File: config.mk
export PLATFORM = sky130hd
export DESIGN_NAME = mtype_cache_ctrl
export DESIGN_NICKNAME = d
export VERILOG_FILES = /design/src/rtl/mtc_pkg.sv /design/src/rtl/mtc_tag_store.sv /design/src/rtl/mtc_line_ram.sv /design/src/rtl/mtype_cache_ctrl.sv
export SDC_FILE = /design/constraint.sdc
export NUM_CORES = 2
export LEC_CHECK = 0
export BUFFER_PORTS_ARGS = -buffer_cell sky130_fd_sc_hd__clkbuf_2
export CELL_PAD_IN_SITES_DETAIL_PLACEMENT = 1
export CELL_PAD_IN_SITES_GLOBAL_PLACEMENT = 1
export CORE_MARGIN = 10
export CORE_UTILIZATION = 33
export DETAILED_ROUTE_END_ITERATION = 10
export PLACE_DENSITY_LB_ADDON = 0.1
export SYNTH_ARGS = -nofsm -noshare
export SYNTH_HDL_FRONTEND = slang
export SYNTH_SLANG_ARGS = --single-unit
File: constraint.sdc
create_clock -name clk -period 3.6 [get_ports clk]
set_input_delay 0.54 -clock clk [delete_from_list [all_inputs] [get_ports clk]]
set_output_delay 0.54 -clock clk [all_outputs]
set_load 0.01 [all_outputs]
File: src/rtl/mtc_pkg.sv
package mtc_pkg;

  typedef enum logic [2:0] {MT_UC, MT_WC, MT_WT, MT_WP, MT_WB} mtype_e;

  typedef enum logic [1:0] {TOP_NONE, TOP_FILL, TOP_INVAL, TOP_DIRTY} tag_op_e;

  typedef enum logic [1:0] {NX_FILL, NX_SGL, NX_FLUSH} next_e;

  // Unlisted codes fall back to the uncached behaviour.
  function automatic mtype_e decode_mtype(input logic [2:0] code);
    case (code)
      3'd1:    return MT_WC;
      3'd4:    return MT_WT;
      3'd5:    return MT_WP;
      3'd6:    return MT_WB;
      default: return MT_UC;
    endcase
  endfunction

endpackage

File: src/rtl/mtc_tag_store.sv
module mtc_tag_store
  import mtc_pkg::*;
#(
  parameter int LINES = 16,
  parameter int TAG_W = 6,
  localparam int IDX_W = $clog2(LINES)
) (
  input  logic             clk,
  input  logic             rst,
  input  logic [IDX_W-1:0] idx,
  input  tag_op_e          op,
  input  logic [TAG_W-1:0] wtag,
  output logic             valid,
  output logic             dirty,
  output logic [TAG_W-1:0] tag
);

  logic [LINES-1:0] v_q, d_q;
  logic [TAG_W-1:0] t_q [LINES];

  always_ff @(posedge clk) begin
    if (rst) begin
      v_q <= '0;
      d_q <= '0;
    end else begin
      case (op)
        TOP_FILL:  begin v_q[idx] <= 1'b1; d_q[idx] <= 1'b0; end
        TOP_INVAL: begin v_q[idx] <= 1'b0; d_q[idx] <= 1'b0; end
        TOP_DIRTY: d_q[idx] <= 1'b1;
        default: ;
      endcase
    end
  end

  always_ff @(posedge clk) begin
    if (op == TOP_FILL) t_q[idx] <= wtag;
  end

  assign valid = v_q[idx];
  assign dirty = d_q[idx];
  assign tag   = t_q[idx];

endmodule

File: src/rtl/mtc_line_ram.sv
module mtc_line_ram #(
  parameter int DEPTH  = 64,
  parameter int DATA_W = 32,
  localparam int AW = $clog2(DEPTH),
  localparam int NB = DATA_W / 8
) (
  input  logic              clk,
  input  logic              we,
  input  logic [NB-1:0]     be,
  input  logic [AW-1:0]     addr,
  input  logic [DATA_W-1:0] wdata,
  output logic [DATA_W-1:0] q
);

  logic [DATA_W-1:0] mem [DEPTH];

  always_ff @(posedge clk) begin
    for (int b = 0; b < NB; b++) begin
      if (we && be[b]) mem[addr][8*b +: 8] <= wdata[8*b +: 8];
    end
    q <= mem[addr];
  end

endmodule

File: src/rtl/mtype_cache_ctrl.sv
module mtype_cache_ctrl
  import mtc_pkg::*;
#(
  parameter int ADDR_W = 12,
  parameter int DATA_W = 32,
  parameter int LINES  = 16,
  parameter int WORDS  = 4
) (
  input  logic                clk,
  input  logic                rst,
  input  logic                cpu_valid,
  output logic                cpu_ready,
  input  logic                cpu_we,
  input  logic [ADDR_W-1:0]   cpu_addr,
  input  logic [DATA_W-1:0]   cpu_wdata,
  input  logic [DATA_W/8-1:0] cpu_be,
  input  logic [2:0]          cpu_mtype,
  output logic                cpu_done,
  output logic [DATA_W-1:0]   cpu_rdata,
  input  logic                flush_req,
  output logic                flush_done,
  output logic                bus_valid,
  input  logic                bus_ready,
  output logic                bus_we,
  output logic [ADDR_W-1:0]   bus_addr,
  output logic [DATA_W-1:0]   bus_wdata,
  output logic [DATA_W/8-1:0] bus_be,
  input  logic [DATA_W-1:0]   bus_rdata
);

  localparam int OFF_W = $clog2(WORDS);
  localparam int IDX_W = $clog2(LINES);
  localparam int TAG_W = ADDR_W - IDX_W - OFF_W;
  localparam int NB    = DATA_W / 8;

  typedef enum logic [3:0] {
    S_IDLE, S_LOOK, S_EV_RD, S_EV_LD, S_EV_WR,
    S_FILL_GO, S_FILL, S_FIN, S_SGL_GO, S_SGL, S_FL_SCAN
  } state_e;

  state_e            st;
  next_e             nx;
  mtype_e            req_mt;
  logic              req_we;
  logic [TAG_W-1:0]  req_tag;
  logic [OFF_W-1:0]  req_off, cnt;
  logic [IDX_W-1:0]  line;
  logic [DATA_W-1:0] req_wdata;
  logic [NB-1:0]     req_be;

  logic              ln_valid, ln_dirty, hit, drop, cacheable_wr;
  logic [TAG_W-1:0]  ln_tag;
  tag_op_e           tag_op;

  logic                    ram_we;
  logic [NB-1:0]           ram_be;
  logic [DATA_W-1:0]       ram_wdata, ram_q;
  logic [IDX_W+OFF_W-1:0]  ram_addr;

  assign cpu_ready    = (st == S_IDLE) && !flush_req;
  assign hit          = ln_valid && (ln_tag == req_tag);
  // Uncached access, or a store to a write-protect region, drops the line.
  assign drop         = (req_mt == MT_UC) || (req_mt == MT_WP && req_we);
  assign cacheable_wr = (req_mt == MT_WT) || (req_mt == MT_WB);

  mtc_tag_store #(.LINES(LINES), .TAG_W(TAG_W)) i_tags (
    .clk(clk), .rst(rst), .idx(line), .op(tag_op), .wtag(req_tag),
    .valid(ln_valid), .dirty(ln_dirty), .tag(ln_tag)
  );

  mtc_line_ram #(.DEPTH(LINES * WORDS), .DATA_W(DATA_W)) i_ram (
    .clk(clk), .we(ram_we), .be(ram_be), .addr(ram_addr),
    .wdata(ram_wdata), .q(ram_q)
  );

  always_comb begin
    case (st)
      S_IDLE:                               ram_addr = cpu_addr[IDX_W+OFF_W-1:0];
      S_EV_RD, S_EV_LD, S_EV_WR,
      S_FILL_GO, S_FILL:                    ram_addr = {line, cnt};
      default:                              ram_addr = {line, req_off};
    endcase
    ram_we    = 1'b0;
    ram_be    = req_be;
    ram_wdata = req_wdata;
    tag_op    = TOP_NONE;
    case (st)
      S_LOOK: begin
        if (req_mt != MT_WC) begin
          if (drop) begin
            if (hit && !ln_dirty) tag_op = TOP_INVAL;
          end else if (hit && req_we && cacheable_wr) begin
            ram_we = 1'b1;
            if (req_mt == MT_WB) tag_op = TOP_DIRTY;
          end
        end
      end
      S_EV_WR:   if (bus_ready && (&cnt)) tag_op = TOP_INVAL;
      S_FILL: begin
        if (bus_ready) begin
          ram_we    = 1'b1;
          ram_be    = '1;
          ram_wdata = bus_rdata;
          if (&cnt) tag_op = TOP_FILL;
        end
      end
      S_FIN: begin
        if (req_we) begin
          ram_we = 1'b1;
          tag_op = TOP_DIRTY;
        end
      end
      S_FL_SCAN: if (!(ln_valid && ln_dirty)) tag_op = TOP_INVAL;
      default: ;
    endcase
  end

  always_ff @(posedge clk) begin
    if (rst) begin
      st         <= S_IDLE;
      nx         <= NX_FILL;
      cnt        <= '0;
      line       <= '0;
      req_mt     <= MT_UC;
      req_we     <= 1'b0;
      req_tag    <= '0;
      req_off    <= '0;
      req_wdata  <= '0;
      req_be     <= '0;
      cpu_done   <= 1'b0;
      cpu_rdata  <= '0;
      flush_done <= 1'b0;
      bus_valid  <= 1'b0;
      bus_we     <= 1'b0;
      bus_addr   <= '0;
      bus_wdata  <= '0;
      bus_be     <= '0;
    end else begin
      cpu_done   <= 1'b0;
      flush_done <= 1'b0;
      case (st)
        S_IDLE: begin
          if (flush_req) begin
            line <= '0;
            st   <= S_FL_SCAN;
          end else if (cpu_valid) begin
            req_mt    <= decode_mtype(cpu_mtype);
            req_we    <= cpu_we;
            req_tag   <= cpu_addr[ADDR_W-1 -: TAG_W];
            line      <= cpu_addr[OFF_W +: IDX_W];
            req_off   <= cpu_addr[OFF_W-1:0];
            req_wdata <= cpu_wdata;
            req_be    <= cpu_be;
            st        <= S_LOOK;
          end
        end
        S_LOOK: begin
          cnt <= '0;
          if (req_mt == MT_WC) st <= S_SGL_GO;
          else if (drop) begin
            if (hit && ln_dirty) begin nx <= NX_SGL; st <= S_EV_RD; end
            else st <= S_SGL_GO;
          end else if (hit) begin
            if (!req_we) begin
              cpu_rdata <= ram_q;
              cpu_done  <= 1'b1;
              st        <= S_IDLE;
            end else if (req_mt == MT_WT) st <= S_SGL_GO;
            else begin
              cpu_done <= 1'b1;
              st       <= S_IDLE;
            end
          end else if (req_we && req_mt == MT_WT) st <= S_SGL_GO;
          else begin
            nx <= NX_FILL;
            st <= (ln_valid && ln_dirty) ? S_EV_RD : S_FILL_GO;
          end
        end
        S_EV_RD: st <= S_EV_LD;
        S_EV_LD: begin
          bus_valid <= 1'b1;
          bus_we    <= 1'b1;
          bus_addr  <= {ln_tag, line, cnt};
          bus_wdata <= ram_q;
          bus_be    <= '1;
          st        <= S_EV_WR;
        end
        S_EV_WR: begin
          if (bus_ready) begin
            bus_valid <= 1'b0;
            cnt       <= cnt + 1'b1;
            if (&cnt) begin
              case (nx)
                NX_FILL:  st <= S_FILL_GO;
                NX_SGL:   st <= S_SGL_GO;
                default:  st <= S_FL_SCAN;
              endcase
            end else st <= S_EV_RD;
          end
        end
        S_FILL_GO: begin
          bus_valid <= 1'b1;
          bus_we    <= 1'b0;
          bus_addr  <= {req_tag, line, cnt};
          bus_be    <= '1;
          st        <= S_FILL;
        end
        S_FILL: begin
          if (bus_ready) begin
            bus_valid <= 1'b0;
            if (cnt == req_off) cpu_rdata <= bus_rdata;
            cnt <= cnt + 1'b1;
            st  <= (&cnt) ? S_FIN : S_FILL_GO;
          end
        end
        S_FIN: begin
          cpu_done <= 1'b1;
          st       <= S_IDLE;
        end
        S_SGL_GO: begin
          bus_valid <= 1'b1;
          bus_we    <= req_we;
          bus_addr  <= {req_tag, line, req_off};
          bus_wdata <= req_wdata;
          bus_be    <= req_we ? req_be : '1;
          st        <= S_SGL;
        end
        S_SGL: begin
          if (bus_ready) begin
            bus_valid <= 1'b0;
            if (!req_we) cpu_rdata <= bus_rdata;
            cpu_done <= 1'b1;
            st       <= S_IDLE;
          end
        end
        S_FL_SCAN: begin
          cnt <= '0;
          if (ln_valid && ln_dirty) begin
            nx <= NX_FLUSH;
            st <= S_EV_RD;
          end else if (&line) begin
            flush_done <= 1'b1;
            st         <= S_IDLE;
          end else line <= line + 1'b1;
        end
        default: st <= S_IDLE;
      endcase
    end
  end

endmodule

Word level (Yosys, flattened, before mapping)
Memories as Yosys holds them, arrays and structs flattened. A register that Yosys moved wholly into a read port is not among the register bits.
Index checks and enable logic that the tools add are counted.
{"block": "op_classes", "n_addsub": 2, "mul": 0, "div": 0, "order_cmp": 2, "eq_ne": 44, "n_shift": 0, "n_mux": 99, "bitwise": 7, "n_reduce_logical": 49}
{"operator": "2-to-1 mux 32 bit", "count": 10}
{"operator": "2-to-1 mux 4 bit", "count": 24}
{"operator": "case mux 32 bit (3 select lines)", "count": 1}
{"operator": "case mux 16 bit (2 select lines)", "count": 2}
{"operator": "case mux 32 bit (2 select lines)", "count": 1}
{"operator": "case mux 4 bit (10 select lines)", "count": 1}
{"operator": "case mux 12 bit (3 select lines)", "count": 1}
{"operator": "bitwise AND 16 bit", "count": 2}
{"operator": "2-to-1 mux 2 bit", "count": 16}
{"operator": "bitwise OR 16 bit", "count": 2}
{"operator": "2-to-1 mux 1 bit", "count": 27}
{"operator": "inequality test 2 bit, second input constant", "count": 12}
{"operator": "case mux 4 bit (2 select lines)", "count": 3}
{"operator": "equality test 4 x 3 -> 1 bit, second input constant", "count": 4}
{"operator": "NOT 16 bit", "count": 1}
{"operator": "nonzero test 2 bit", "count": 8}
{"operator": "logical AND 1 bit", "count": 15}
{"operator": "inequality test 3 bit, second input constant", "count": 5}
{"operator": "equality test 3 bit, second input constant", "count": 4}
{"operator": "equality test 4 bit, second input constant", "count": 3}
{"operator": "case mux 3 bit (4 select lines)", "count": 1}
{"operator": "case mux 6 bit (2 select lines)", "count": 1}
{"operator": "case mux 2 bit (5 select lines)", "count": 1}
{"operator": "case mux 1 bit (3 select lines)", "count": 3}
{"operator": "other kinds (35)", "count": 55}
{"block": "word_totals", "register_bits": 176, "latchBits": 0, "mem_bits_rw": 2144, "mem_bits_ro": 0, "input_bits": 89, "output_inout_bits": 85, "mem_count": 2}
{"memory": "i_ram.mem", "depth": 64, "word_bits": 32, "read_ports": 1, "rd_clocked_by_memory_dff": 1, "wr": 1, "line_no": "mtc_line_ram.sv:15", "text": "logic [DATA_W-1:0] mem [DEPTH];"}
{"memory": "i_tags.t_q", "depth": 16, "word_bits": 6, "read_ports": 1, "rd_clocked_by_memory_dff": 1, "wr": 1, "line_no": "mtc_tag_store.sv:19", "text": "logic [TAG_W-1:0] t_q [LINES];"}

Longest topological paths before layout
{"block": "depth", "word_depth": 12, "mapped_depth": 16}

Hierarchy
A second synthesis with hierarchy kept.
{"block": "unflattened", "cells_unflattened": 5831, "hier_area_um2": 91674.2}
{"mod": "mtc_line_ram", "n_inst": 1, "cells_each": 4646, "area_each_um2": 79048.3, "seq_area_each_um2": 62139.6}
{"mod": "mtype_cache_ctrl", "n_inst": 1, "cells_each": 830, "area_each_um2": 7160.6, "seq_area_each_um2": 2882.8}
{"mod": "mtc_tag_store", "n_inst": 1, "cells_each": 355, "area_each_um2": 5465.2, "seq_area_each_um2": 3523.4}

Worst setup path before layout
No wires, ideal clock.
{"block": "synth_path", "path_kind": "register to register", "startpoint": "register (tool-made name)", "endpoint": "register (tool-made name)", "arrival_ps": 3648, "required_ps": 3509, "slack_ps": -139, "stages_incl_launch_ff": 16, "n_path_buf": 3, "period_less_slack_ps": 3739, "cell_sequence": "dfxtp_1 clkbuf_1 buf_2 mux4_2 mux2i_1 mux2i_1 xnor2_1 nand4_1 nor3_1 inv_1 o2111a_1 ha_1 and2_0 buf_1 a21oi_1 a311oi_1"}

Worst setup path after layout
{"block": "layout_path", "startpoint": "register st[1]", "endpoint": "register i_ram.q[17], read port of i_ram.mem"}
{"block": "layout_between", "elab_chain_cells": 3}
{"item": "start: declaration", "line_no": "mtype_cache_ctrl.sv:41", "text": "state_e st;"}
{"item": "start signal: assignment", "line_no": "mtype_cache_ctrl.sv:176", "text": "st <= (ln_valid && ln_dirty) ? S_EV_RD : S_FILL_GO;"}
{"item": "start signal: assignment", "line_no": "mtype_cache_ctrl.sv:213", "text": "st <= (&cnt) ? S_FIN : S_FILL_GO;"}
{"item": "equality test 4 x 3 -> 1 bit / equality test 4 x 2 -> 1 bit (equally long branches)", "line_no": "mtype_cache_ctrl.sv:77", "text": "case (st)"}
{"item": "OR reduction 5 bit", "line_no": "mtype_cache_ctrl.sv:77"}
{"item": "case mux 6 bit (2 select lines) *", "line_no": "mtype_cache_ctrl.sv:77"}
{"item": "end: declaration", "line_no": "mtc_line_ram.sv:12", "text": "output logic [DATA_W-1:0] q"}
Every way passes the cells marked *; elsewhere a longest branch is shown, timed or not.
A chain may end at the register's enable or synchronous reset.

==> flow_summary.toml <==
[timing]
fin_crit_sh_pct = 112
worstMarginPinSlew_ps = 917
slew_violations = 0
rsz0062_at_grt = "true"
setup_slack_ps = -426
slew_headroom_pct = 38.8
skew_ps = 34.2
report.final.setup_viol = 1770
hold_violations = 0
fin_crit_ps = 4030
max_freq_ghz = 0.248

[final_layout]
area.growth.synth_to_final_pct = 33.2
drive_above_1_share_pct = 33.3
fillCellCount = 26000
final_area_sq_um = 119000
finalNetCount = 6966

[die]
dieArea_sq_um = 291000
core_region_area_sq_um = 268000
die_h_um = 540
rows = 190
die_w_um = 540
top_level_ports = 174
floorplan.initialDensity_pct = 33.2

[critical_path]
path_cells = "buf_6 > xor2_4 > a222oi_1 > buf_4 > o32ai_4 > and2_4 > buf_6 > buf_12 > buf_16 > buf_16 > a22oi_2 > a41oi_2 > buf_6 > nor4_4 > buf_4 > nand4_1"
worstPathArrival_ps = 4650
r2r_end = "i_ram.q[17]"
rrSetupSlack_ps = -430
crit_top_cell = "buf_6"
cp-start-kind = "register"
cpPeakStageDelay_ps = 700
rr_worst_depth = 16
startpoint = "st[1]"
worstSetupPathType = "reg -> reg"
cp_slowest_cell = "a222oi_1"
reg2reg_from = "st[1]"
end_kind = "register"
path_max_fanout = 8
required_ps = 4230

[drt]
drt-initial-drc-count = 6316
drt-total-wl_um = 365000
post_drt_wl_per_cell_um = 34.3
dr_total_vias = 60600
drcViolationCount = 0
vias_per_cell = 5.70
ant_nets = 0
first_pass_iters = 6

[clock_network]
path_clk_slew_ps = 60
root_buffer = "clkbuf_16"
cts_max_level = 5
clock_sinks = 2356
insertion_delay_ps = 900
cts_buffers = 274
cts_max_path_buffers = 4
cts_tree = "yes"

[yosys]
synthTopCellsByCount = "2144 x edfxtp_1, 811 x a22oi_1, 418 x a21oi_1"
postSynthAreaPerCell_sq_um = 16.0
synth.largest_area_cell = "edfxtp_1"
synth_cell_types = 77
ys_ff_latch = 2356
synthTopCellsByArea = "edfxtp_1 72%, a22oi_1 6.8%, dfxtp_1 4.8%, a21oi_1 2.3%, and3_1 1.5%"
synth_top_area_share_pct = 72.2
syn_inst = 5569
syn_area_sq_um = 89200
ys.flop_type = "edfxtp_1"
syn-num-nets = 5667
ys_seq_area_share_pct = 76.9
ys_async_sr_fraction_pct = 0
yosysMostFrequentCell = "edfxtp_1"
synth_edf_count = 2144
yosys_warnings = 0

[placed_design]
routabilityCongestion = 0.854
place_area_sq_um = 103000
place_hpwl_um = 238000
portBuffers = 173

[worst_hold_path]
holdPathEnd = "cpu_rdata[11]"
min-delay-start = "bus_rdata[11]"
min_path_type = "in -> reg"
hold_path_depth = 3

[global_route]
grt_pass1_vias = 61100
antenna_found_initial = 19
grt_pass1_wl_um = 502000
track_usage_pct = 23.8
grt-ovfl-total = 0
grt_max_degree = 91

[outcome]
violations = "negative setup slack"
outcome = "finished, violations left"

[pwr]
swShare_pct = 37.0
power_frac_seq_pct = 31.7
internal-power_uw = 63600
switching_power_uw = 37400
power.share.clock_pct = 26.3
power.total_uw = 101000
p_comb_share_pct = 42.0
ir_worst_vdd_uv = 640
p_per_area_nw_per_um2 = 850
cellLeakagePower_uw = 0.0398

[flow_run]
maxCapViolCount = 0
-- area by class of cell --
class	instances	area (sq um)	share of cell area, %
inverters	17	63.8	0.0537
diodes	6	15.0	0.0126
multi-input cells	2766	22700	19.1
clock buffers	352	7310	6.15
clock inverters	134	1010	0.848
well taps	3552	4440	3.74
flip-flops and latches	2356	68600	57.8
repair buffers	1453	14700	12.3
-- registers in the layout, indices dropped and copies added, names as in the netlist, named ones only --
name,flops
nx,2
i_ram.q,32
req_be,4
bus_addr,12
cnt,2
req_off,2
i_tags.t_q,96
req_tag,6
i_ram.mem,2048
bus_wdata,32
req_we,1
cpu_rdata,32
bus_we,1
cpu_done,1
line,4
flush_done,1
bus_be,4
st,4
bus_valid,1
req_wdata,32
req_mt,3
-- how the worst max path moves through the flow --
stage,endpoint,slack (ps),depth (start not counted)
final,i_ram.q[17],-430,16
after global routing,i_ram.q[4],-510,15
after CTS,i_ram.q[10],-360,14
after detailed placement,i_ram.q[4],-1340,14
after global placement,i_ram.q[4],-1360,14
after floorplan,i_ram.mem[11][10],-10,11
-- critical path: cells and delay by family (launching register included) --
kind	cells	cell delay [ps]
compound gates	4	1120
xor+xnor	1	180
buf+inv	8	1290
flops	1	320
simple gates	3	840
-- routing by layer --
layer / up-vias / share of wire, % / global-route usage [%]
li1: 25500 / - / -
met1: 32400 / 45 / 34.4
met2: 2177 / 45 / 37.6
met3: 517 / 6.2 / 3.59
met4: 12 / 3.2 / 6.42
met5: - / 0.025 / 0
-- cells in the final DEF, fill, tap and decap left out, drive strengths merged, types with 66 or more instances in the layout --
cell type,count
a41oi,92
a31oi,77
clkinv,105
buf,1199
dfxtp,212
dlygate4sd3,69
a2111oi,71
nand2,313
a22oi,811
and3,212
clkbuf,531
edfxtp,2144
mux2i,109
nor2,132
a21oi,418
nand4,66
-- timing repair --
action | CTS | global route
pin swaps | 181 | 134
hold buffers | 69 | 0
setup buffers | 121 | 69
setup endpoints to repair | 2200 | 2213
cloned | 26 | 7
hold endpoints to repair | 67 | 0
resized for setup | 801 | 263
-- power groups by stage --
| stage | sequential (uW) | combinational (uW) | clock [uW] |
|---|---|---|---|
| final | 32100 | 42500 | 26500 |
| after global routing | 32100 | 44000 | 28100 |
| after CTS | 32000 | 39900 | 27000 |
| after detailed placement | 32600 | 33500 | 0 |
| after global placement | 32600 | 33400 | 0 |
| after floorplan | 32100 | 13900 | 0 |
-- cells by family after synthesis --
logic type / count (synthesis) / synth area share, %
AND/OR/NAND/NOR: 848 / 4.74
XOR/XNOR: 9 / 0.0884
adder cells (fa/ha/maj): 9 / 0.126
AO/OA/AOI/OAI: 1759 / 14.1
flip-flops: 2356 / 76.9
multiplexers: 139 / 1.91
buffers and inverters: 449 / 2.14
-- per-stage QoR --
step,util [%],std cells,setup slack (ps),hold slack (ps),TNS [ps]
2_1_floorplan,-,5569,-10.4,448,-16040
3_3_place_gp,38.2,9884,-1360,446,-347220
3_5_place_dp,38.2,9884,-1340,450,-384670
4_1_cts,43.6,10600,-364,3.16,-128820
5_1_grt,44.3,10600,-513,34.6,-521390
6_report,44.3,10600,-426,63.8,-127120
No activity file was read; power rests on OpenSTA's default activity.
